--- src/rtl/fpr_pkg.sv ---
package fpr_pkg;
  localparam int HALF_EXP = 5;
  localparam int HALF_MAN = 10;
  localparam int SGL_EXP  = 8;
  localparam int SGL_MAN  = 23;
  localparam int HALF_W   = 1 + HALF_EXP + HALF_MAN;
  localparam int SGL_W    = 1 + SGL_EXP + SGL_MAN;

  typedef struct packed {
    logic load;    // capture operands and seed
    logic fold;    // combine current lane into accumulator
    logic finish;  // this fold is the final lane
  } fpr_strobe_t;
endpackage

--- src/rtl/fpr_pick.sv ---
module fpr_pick #(
  parameter int EXP_W = 8,
  parameter int MAN_W = 23,
  parameter int W     = 1 + EXP_W + MAN_W
) (
  input  logic [W-1:0] accIn,
  input  logic [W-1:0] elemIn,
  input  logic [W-1:0] seedIn,
  input  logic         wantMin,
  input  logic         absElem,
  output logic [W-1:0] resOut,
  output logic [W-1:0] seedOut
);
  localparam logic [W-1:0] DEF_NAN = {1'b0, {EXP_W{1'b1}}, 1'b1, {(MAN_W-1){1'b0}}};

  function automatic logic isNan(input logic [W-1:0] x);
    return (&x[W-2:MAN_W]) && (|x[MAN_W-1:0]);
  endfunction

  function automatic logic isSnan(input logic [W-1:0] x);
    return isNan(x) && !x[MAN_W-1];
  endfunction

  // a strictly below b in the total order with -0 < +0
  function automatic logic below(input logic [W-1:0] a, input logic [W-1:0] b);
    if (a[W-1] != b[W-1]) return a[W-1];
    else if (!a[W-1])     return a[W-2:0] < b[W-2:0];
    else                  return a[W-2:0] > b[W-2:0];
  endfunction

  logic [W-1:0] elemEff;
  logic accNan, elemNan, elemSig;

  always_comb begin
    elemEff = absElem ? {1'b0, elemIn[W-2:0]} : elemIn;
    accNan  = isNan(accIn);
    elemNan = isNan(elemEff);
    elemSig = isSnan(elemEff);
    if (elemSig || (accNan && elemNan)) resOut = DEF_NAN;
    else if (accNan)                    resOut = elemEff;
    else if (elemNan)                   resOut = accIn;
    else if (wantMin)                   resOut = below(elemEff, accIn) ? elemEff : accIn;
    else                                resOut = below(accIn, elemEff) ? elemEff : accIn;
  end

  always_comb begin
    seedOut = seedIn;
    if (isSnan(seedIn)) seedOut[MAN_W-1] = 1'b1;
  end

  always_comb begin
    if (!isNan(accIn) && !isNan(elemEff))
      AST_PICK_IS_OPERAND: assert (resOut == accIn || resOut == elemEff);
  end
endmodule

--- src/rtl/fpr_ctrl.sv ---
module fpr_ctrl #(
  parameter int VEC_W = 128
) (
  input  logic                clk,
  input  logic                rst_n,
  input  logic                startValid,
  input  logic                opHalf,
  output fpr_pkg::fpr_strobe_t strb,
  output logic                busy,
  output logic                done
);
  import fpr_pkg::*;
  localparam int HALF_LANES = VEC_W / HALF_W;
  localparam int SGL_LANES  = VEC_W / SGL_W;
  localparam int CNT_W      = $clog2(HALF_LANES);
  localparam logic [CNT_W-1:0] HALF_LAST = CNT_W'(HALF_LANES - 1);
  localparam logic [CNT_W-1:0] SGL_LAST  = CNT_W'(SGL_LANES - 1);

  logic             runQ, doneQ, halfQ;
  logic [CNT_W-1:0] laneCnt;
  logic [CNT_W-1:0] lastIdx;

  assign lastIdx     = halfQ ? HALF_LAST : SGL_LAST;
  assign strb.load   = startValid && !runQ;
  assign strb.fold   = runQ;
  assign strb.finish = runQ && (laneCnt == lastIdx);
  assign busy        = runQ;
  assign done        = doneQ;

  always_ff @(posedge clk or negedge rst_n) begin
    if (!rst_n) begin
      runQ    <= 1'b0;
      doneQ   <= 1'b0;
      halfQ   <= 1'b0;
      laneCnt <= '0;
    end else begin
      doneQ <= strb.finish;
      if (strb.load) begin
        runQ    <= 1'b1;
        halfQ   <= opHalf;
        laneCnt <= '0;
      end else if (strb.finish) begin
        runQ    <= 1'b0;
        laneCnt <= '0;
      end else if (strb.fold) begin
        laneCnt <= laneCnt + 1'b1;
      end
    end
  end

  AST_DONE_ONE_CYCLE: assert property (@(posedge clk) disable iff (!rst_n)
    doneQ |=> !doneQ);
  AST_LANE_RANGE: assert property (@(posedge clk) disable iff (!rst_n)
    runQ |-> laneCnt <= lastIdx);
  AST_START_NO_RESTART: assert property (@(posedge clk) disable iff (!rst_n)
    (runQ && !strb.finish) |=> (runQ && laneCnt == $past(laneCnt) + 1'b1));
  AST_DONE_AFTER_RUN: assert property (@(posedge clk) disable iff (!rst_n)
    $rose(doneQ) |-> $past(runQ));
endmodule

--- src/rtl/fpr_datapath.sv ---
module fpr_datapath #(
  parameter int VEC_W = 128
) (
  input  logic                 clk,
  input  logic                 rst_n,
  input  fpr_pkg::fpr_strobe_t strb,
  input  logic                 opHalf,
  input  logic                 opMin,
  input  logic [1:0]           opMode,
  input  logic [3:0]           regIdx,
  input  logic [fpr_pkg::SGL_W-1:0] seedIn,
  input  logic [VEC_W-1:0]     vecIn,
  output logic [fpr_pkg::SGL_W-1:0] resultOut,
  output logic [3:0]           resultReg
);
  import fpr_pkg::*;
  localparam int PAD_W = SGL_W - HALF_W;

  logic [VEC_W-1:0] vecQ;
  logic [SGL_W-1:0] accQ;
  logic             halfQ, minQ, absQ;
  logic [3:0]       regQ;
  logic             magMode;

  logic [HALF_W-1:0] resH, seedH;
  logic [SGL_W-1:0]  resS, seedS;

  assign magMode = !(opMode[1] && !opMode[0]);

  fpr_pick #(.EXP_W(HALF_EXP), .MAN_W(HALF_MAN)) pickHalf (
    .accIn  (accQ[HALF_W-1:0]),
    .elemIn (vecQ[HALF_W-1:0]),
    .seedIn (seedIn[HALF_W-1:0]),
    .wantMin(minQ),
    .absElem(absQ),
    .resOut (resH),
    .seedOut(seedH)
  );

  fpr_pick #(.EXP_W(SGL_EXP), .MAN_W(SGL_MAN)) pickSgl (
    .accIn  (accQ),
    .elemIn (vecQ[SGL_W-1:0]),
    .seedIn (seedIn),
    .wantMin(minQ),
    .absElem(absQ),
    .resOut (resS),
    .seedOut(seedS)
  );

  always_ff @(posedge clk or negedge rst_n) begin
    if (!rst_n) begin
      vecQ  <= '0;
      accQ  <= '0;
      halfQ <= 1'b0;
      minQ  <= 1'b0;
      absQ  <= 1'b0;
      regQ  <= '0;
    end else if (strb.load) begin
      vecQ  <= vecIn;
      halfQ <= opHalf;
      minQ  <= opMin;
      absQ  <= magMode;
      regQ  <= regIdx;
      accQ  <= opHalf ? {{PAD_W{1'b0}}, seedH} : seedS;
    end else if (strb.fold) begin
      vecQ <= halfQ ? (vecQ >> HALF_W) : (vecQ >> SGL_W);
      accQ <= halfQ ? {{PAD_W{1'b0}}, resH} : resS;
    end
  end

  assign resultOut = accQ;
  assign resultReg = regQ;

  logic accSnan;
  always_comb begin
    if (halfQ)
      accSnan = (&accQ[HALF_W-2:HALF_MAN]) && (|accQ[HALF_MAN-1:0]) && !accQ[HALF_MAN-1];
    else
      accSnan = (&accQ[SGL_W-2:SGL_MAN]) && (|accQ[SGL_MAN-1:0]) && !accQ[SGL_MAN-1];
  end

  AST_ACC_QUIET: assert property (@(posedge clk) disable iff (!rst_n)
    strb.fold |-> !accSnan);
  AST_HALF_ZEXT: assert property (@(posedge clk) disable iff (!rst_n)
    (halfQ && strb.fold) |=> accQ[SGL_W-1:HALF_W] == '0);
  AST_CTX_HELD: assert property (@(posedge clk) disable iff (!rst_n)
    (strb.fold && !strb.finish) |=> ($stable(regQ) && $stable(halfQ) && $stable(minQ)));
endmodule

--- src/rtl/vec_fminmax_reduce.sv ---
module vec_fminmax_reduce #(
  parameter int VEC_W = 128
) (
  input  logic             clk,
  input  logic             rst_n,
  input  logic             startValid,
  input  logic             opHalf,
  input  logic             opMin,
  input  logic [1:0]       opMode,
  input  logic [3:0]       regIdx,
  input  logic [31:0]      seedIn,
  input  logic [VEC_W-1:0] vecIn,
  output logic             busy,
  output logic             done,
  output logic [31:0]      resultOut,
  output logic [3:0]       resultReg
);
  fpr_pkg::fpr_strobe_t strb;

  fpr_ctrl #(.VEC_W(VEC_W)) ctrl (
    .clk       (clk),
    .rst_n     (rst_n),
    .startValid(startValid),
    .opHalf    (opHalf),
    .strb      (strb),
    .busy      (busy),
    .done      (done)
  );

  fpr_datapath #(.VEC_W(VEC_W)) dp (
    .clk      (clk),
    .rst_n    (rst_n),
    .strb     (strb),
    .opHalf   (opHalf),
    .opMin    (opMin),
    .opMode   (opMode),
    .regIdx   (regIdx),
    .seedIn   (seedIn),
    .vecIn    (vecIn),
    .resultOut(resultOut),
    .resultReg(resultReg)
  );
endmodule

--- config.mk ---
export PLATFORM = sky130hd
export DESIGN_NAME = vec_fminmax_reduce
export DESIGN_NICKNAME = d
export VERILOG_FILES = /design/src/rtl/fpr_pkg.sv /design/src/rtl/fpr_pick.sv /design/src/rtl/fpr_ctrl.sv /design/src/rtl/fpr_datapath.sv /design/src/rtl/vec_fminmax_reduce.sv
export SDC_FILE = /design/constraint.sdc
export NUM_CORES = 1
export LEC_CHECK = 0
export BUFFER_PORTS_ARGS = -buffer_cell sky130_fd_sc_hd__buf_2
export CORE_MARGIN = 2
export CORE_UTILIZATION = 57
export CTS_BUF_LIST = sky130_fd_sc_hd__clkbuf_8
export CTS_CLUSTER_DIAMETER = 100
export DETAILED_ROUTE_END_ITERATION = 7
export GPL_ROUTABILITY_DRIVEN = 0
export PLACE_DENSITY = 0.83
export RECOVER_POWER = 50
export SKIP_CTS_REPAIR_TIMING = 1
export SLEW_MARGIN = 15
export SYNTH_ARGS = -nofsm -noshare
export SYNTH_HDL_FRONTEND = slang
export SYNTH_SLANG_ARGS = --single-unit
--- constraint.sdc ---
create_clock -name clk -period 3 [get_ports clk]
set_input_delay 0.6 -clock clk [delete_from_list [all_inputs] [get_ports clk]]
set_output_delay 0.6 -clock clk [all_outputs]
set_load 0.1 [all_outputs]
==> flow_summary.json <==
{
  "rows": 48,
  "final_hold_viol_count": 0,
  "timing.final.crit_period_ns": 2.963,
  "violations": "capacitance limit, slew limit",
  "hold_class": "input port to flop",
  "ios": 209,
  "start_util": 0.5779,
  "worstPathArrival_ns": 3.35,
  "vias": 8891,
  "synth_top_area_share": 0.4351,
  "avgSynthCellArea_um2": 9.660,
  "maxSlewViolCount": 167,
  "grt_pass1_vias": 8256,
  "final_util": 0.6855,
  "drive_above_1_share": 0.2686,
  "coreArea_um2": 17120,
  "path_class": "flop to flop",
  "cts.clk_slew.worst_paths_ns": 0.09,
  "power.density_nw_per_um2": 1255,
  "maxCapViolCount": 2,
  "synth.distinct_cells": 42,
  "drt_iter0_drc": 778,
  "track_usage": 0.2993,
  "period_share": 0.9876,
  "setup_viol": 0,
  "clock_latency_ns": 0.46,
  "routed_wl_um": 27650,
  "status": "finished, violations left",
  "syn2layout_area_growth_pct": 18.62,
  "fin_cells": 1447,
  "numCtsBuffers": 17,
  "peakVddDrop_mv": 1.044,
  "io_buffers": 208,
  "worst_pin_slew_ns": 2.018,
  "p_leak_nw": 5.649,
  "relSlewSlack": -0.3456,
  "final_cell_mix": "buf_2, dfrtp_1, mux2i_1",
  "synth-warning-count": 0,
  "synthTopCellsByArea": "dfrtp_1, mux2i_1, a211oi_1, a21oi_1, nor2b_1",
  "drc_errors": 0,
  "die_width_um": 135.7,
  "drt_pass1_iterations": 5,
  "cp_max_fo": 6,
  "syn-num-nets": 1227,
  "final_common_cell": "buf_2",
  "dp_hpwl_um": 19560,
  "setup_tns_ns": 0,
  "die_y_um": 135.7,
  "cts_sinks": 172,
  "holdWs_ns": 0.3223,
  "synth_seq_cells": 172,
  "viasPerCell": 6.144,
  "worstPathRequired_ns": 3.38,
  "grt_antenna_before_repair": 2,
  "routedWlPerCell_um": 19.11,
  "skew_ns": 0.009364,
  "dieArea_um2": 18420,
  "ant_nets": 0,
  "syn_inst": 1024,
  "synth-seq-area-share": 0.4351,
  "place_inst": 1410,
  "h-tree-depth": 4,
  "grt_pass1_wl_um": 43370,
  "startpoint_type": "flop",
  "syn_area_um2": 9892,
  "yosys.area.top_type": "dfrtp_1",
  "tritoncts": "done",
  "nNetsFinal": 1411,
  "cts-root-buf": "clkbuf_8",
  "grt-ovfl-total": 0,
  "cp-end-kind": "flop",
  "grt_max_degree": 124,
  "cts.path.max_buffers": 2,
  "fmax_mhz": 337.5
}
[final timing paths]
kind | cells past startpoint | to | from | slack [ns]
min in group asynchronous | 1 | dp.resultReg[2] | rst_n | 0.60
max in group asynchronous | 2 | dp.vecQ[66] | rst_n | 0.67
worst min register to register | 2 | dp.resultReg[3] | dp.resultReg[3] | 0.48
worst max register to register | 10 | dp.resultOut[0] | dp.resultOut[6] | 0.04
worst max-delay path | 10 | dp.resultOut[0] | dp.resultOut[6] | 0.04
worst min-delay path | 3 | dp.resultReg[3] | regIdx[3] | 0.32
[worst max-delay path: stages, from the launching register on]
cell	delay [ns]
dfrtp_4	0.51
ha_1	0.32
nand4_1	0.12
a21oi_1	0.06
or3_4	0.37
a221o_1	0.36
a211oi_2	0.32
o2bb2ai_4	0.15
nor2b_4	0.30
buf_12	0.17
mux2i_1	0.19
[synth_stat cells (all sizes together)]
cell	number
a211oi	100
a21o	3
a21oi	127
a221o	2
a221oi	14
a22o	1
a22oi	16
a2bb2oi	13
a311o	1
a31oi	2
a32oi	1
and3	3
buf	21
clkbuf	58
dfrtp	172
ha	32
inv	35
mux2	2
mux2i	129
nand2	30
nand2b	2
nand3	21
nand3b	1
nand4	19
nor2	83
nor2b	70
nor3	7
nor4	15
o2111ai	1
o211a	1
o21ai	35
o2bb2ai	1
or3	1
xnor2	3
xor2	2
[area by class of cell]
type	count	area, um2
well taps	225	281.5
repair buffers	244	1375
diodes	1	2.502
clock buffers	17	234.0
flip-flops and latches	172	4358
fillers	1369	5383
multi-input cells	738	5211
clock inverters	15	140.1
inverters	35	131.4
[logic make-up after synthesis]
kind of cell / Yosys count / share of synthesized area
mux: 131 / 0.1336
flops: 172 / 0.4351
simple gates: 252 / 0.1281
xor+xnor: 5 / 0.004428
compound gates: 318 / 0.2131
fa+ha+maj: 32 / 0.04048
buf+inv: 114 / 0.04516
[flip-flops by register name, indices dropped and copies added, names as in the netlist]
register	count
ctrl.busy	1
ctrl.done	1
ctrl.laneCnt	3
dp.absQ	1
dp.halfQ	1
dp.minQ	1
dp.resultOut	32
dp.resultReg	4
dp.vecQ	128
[per-layer routing]
layer  share of wire  GRT usage  vias to the layer above
li1                -          -                     4149
met1            0.43     0.4261                     4211
met2            0.46     0.4506                      448
met3           0.076    0.06472                       81
met4           0.035     0.1128                        2
met5         0.00047          0                        -
[per-stage QoR]
stage | worst slack (ns) | cell area [um2] | power, mW
after CTS | 0.04399 | 11690 | 14.35
after floorplan | 0.01196 | 9963 | 10.69
after global routing | -0.03054 | 11730 | 15.58
after detailed placement | 0.06859 | 11310 | 12.73
final | 0.03722 | 11730 | 14.72
after global placement | 0.1720 | 11310 | 12.41
[power by group]
part | internal (mW) | switching [mW]
clock network | 0.672 | 0.923
logic | 3.33 | 5.39
registers | 3.39 | 1.02
total | 7.39 | 7.34
Note: power is estimated with default switching activity, not from simulation.
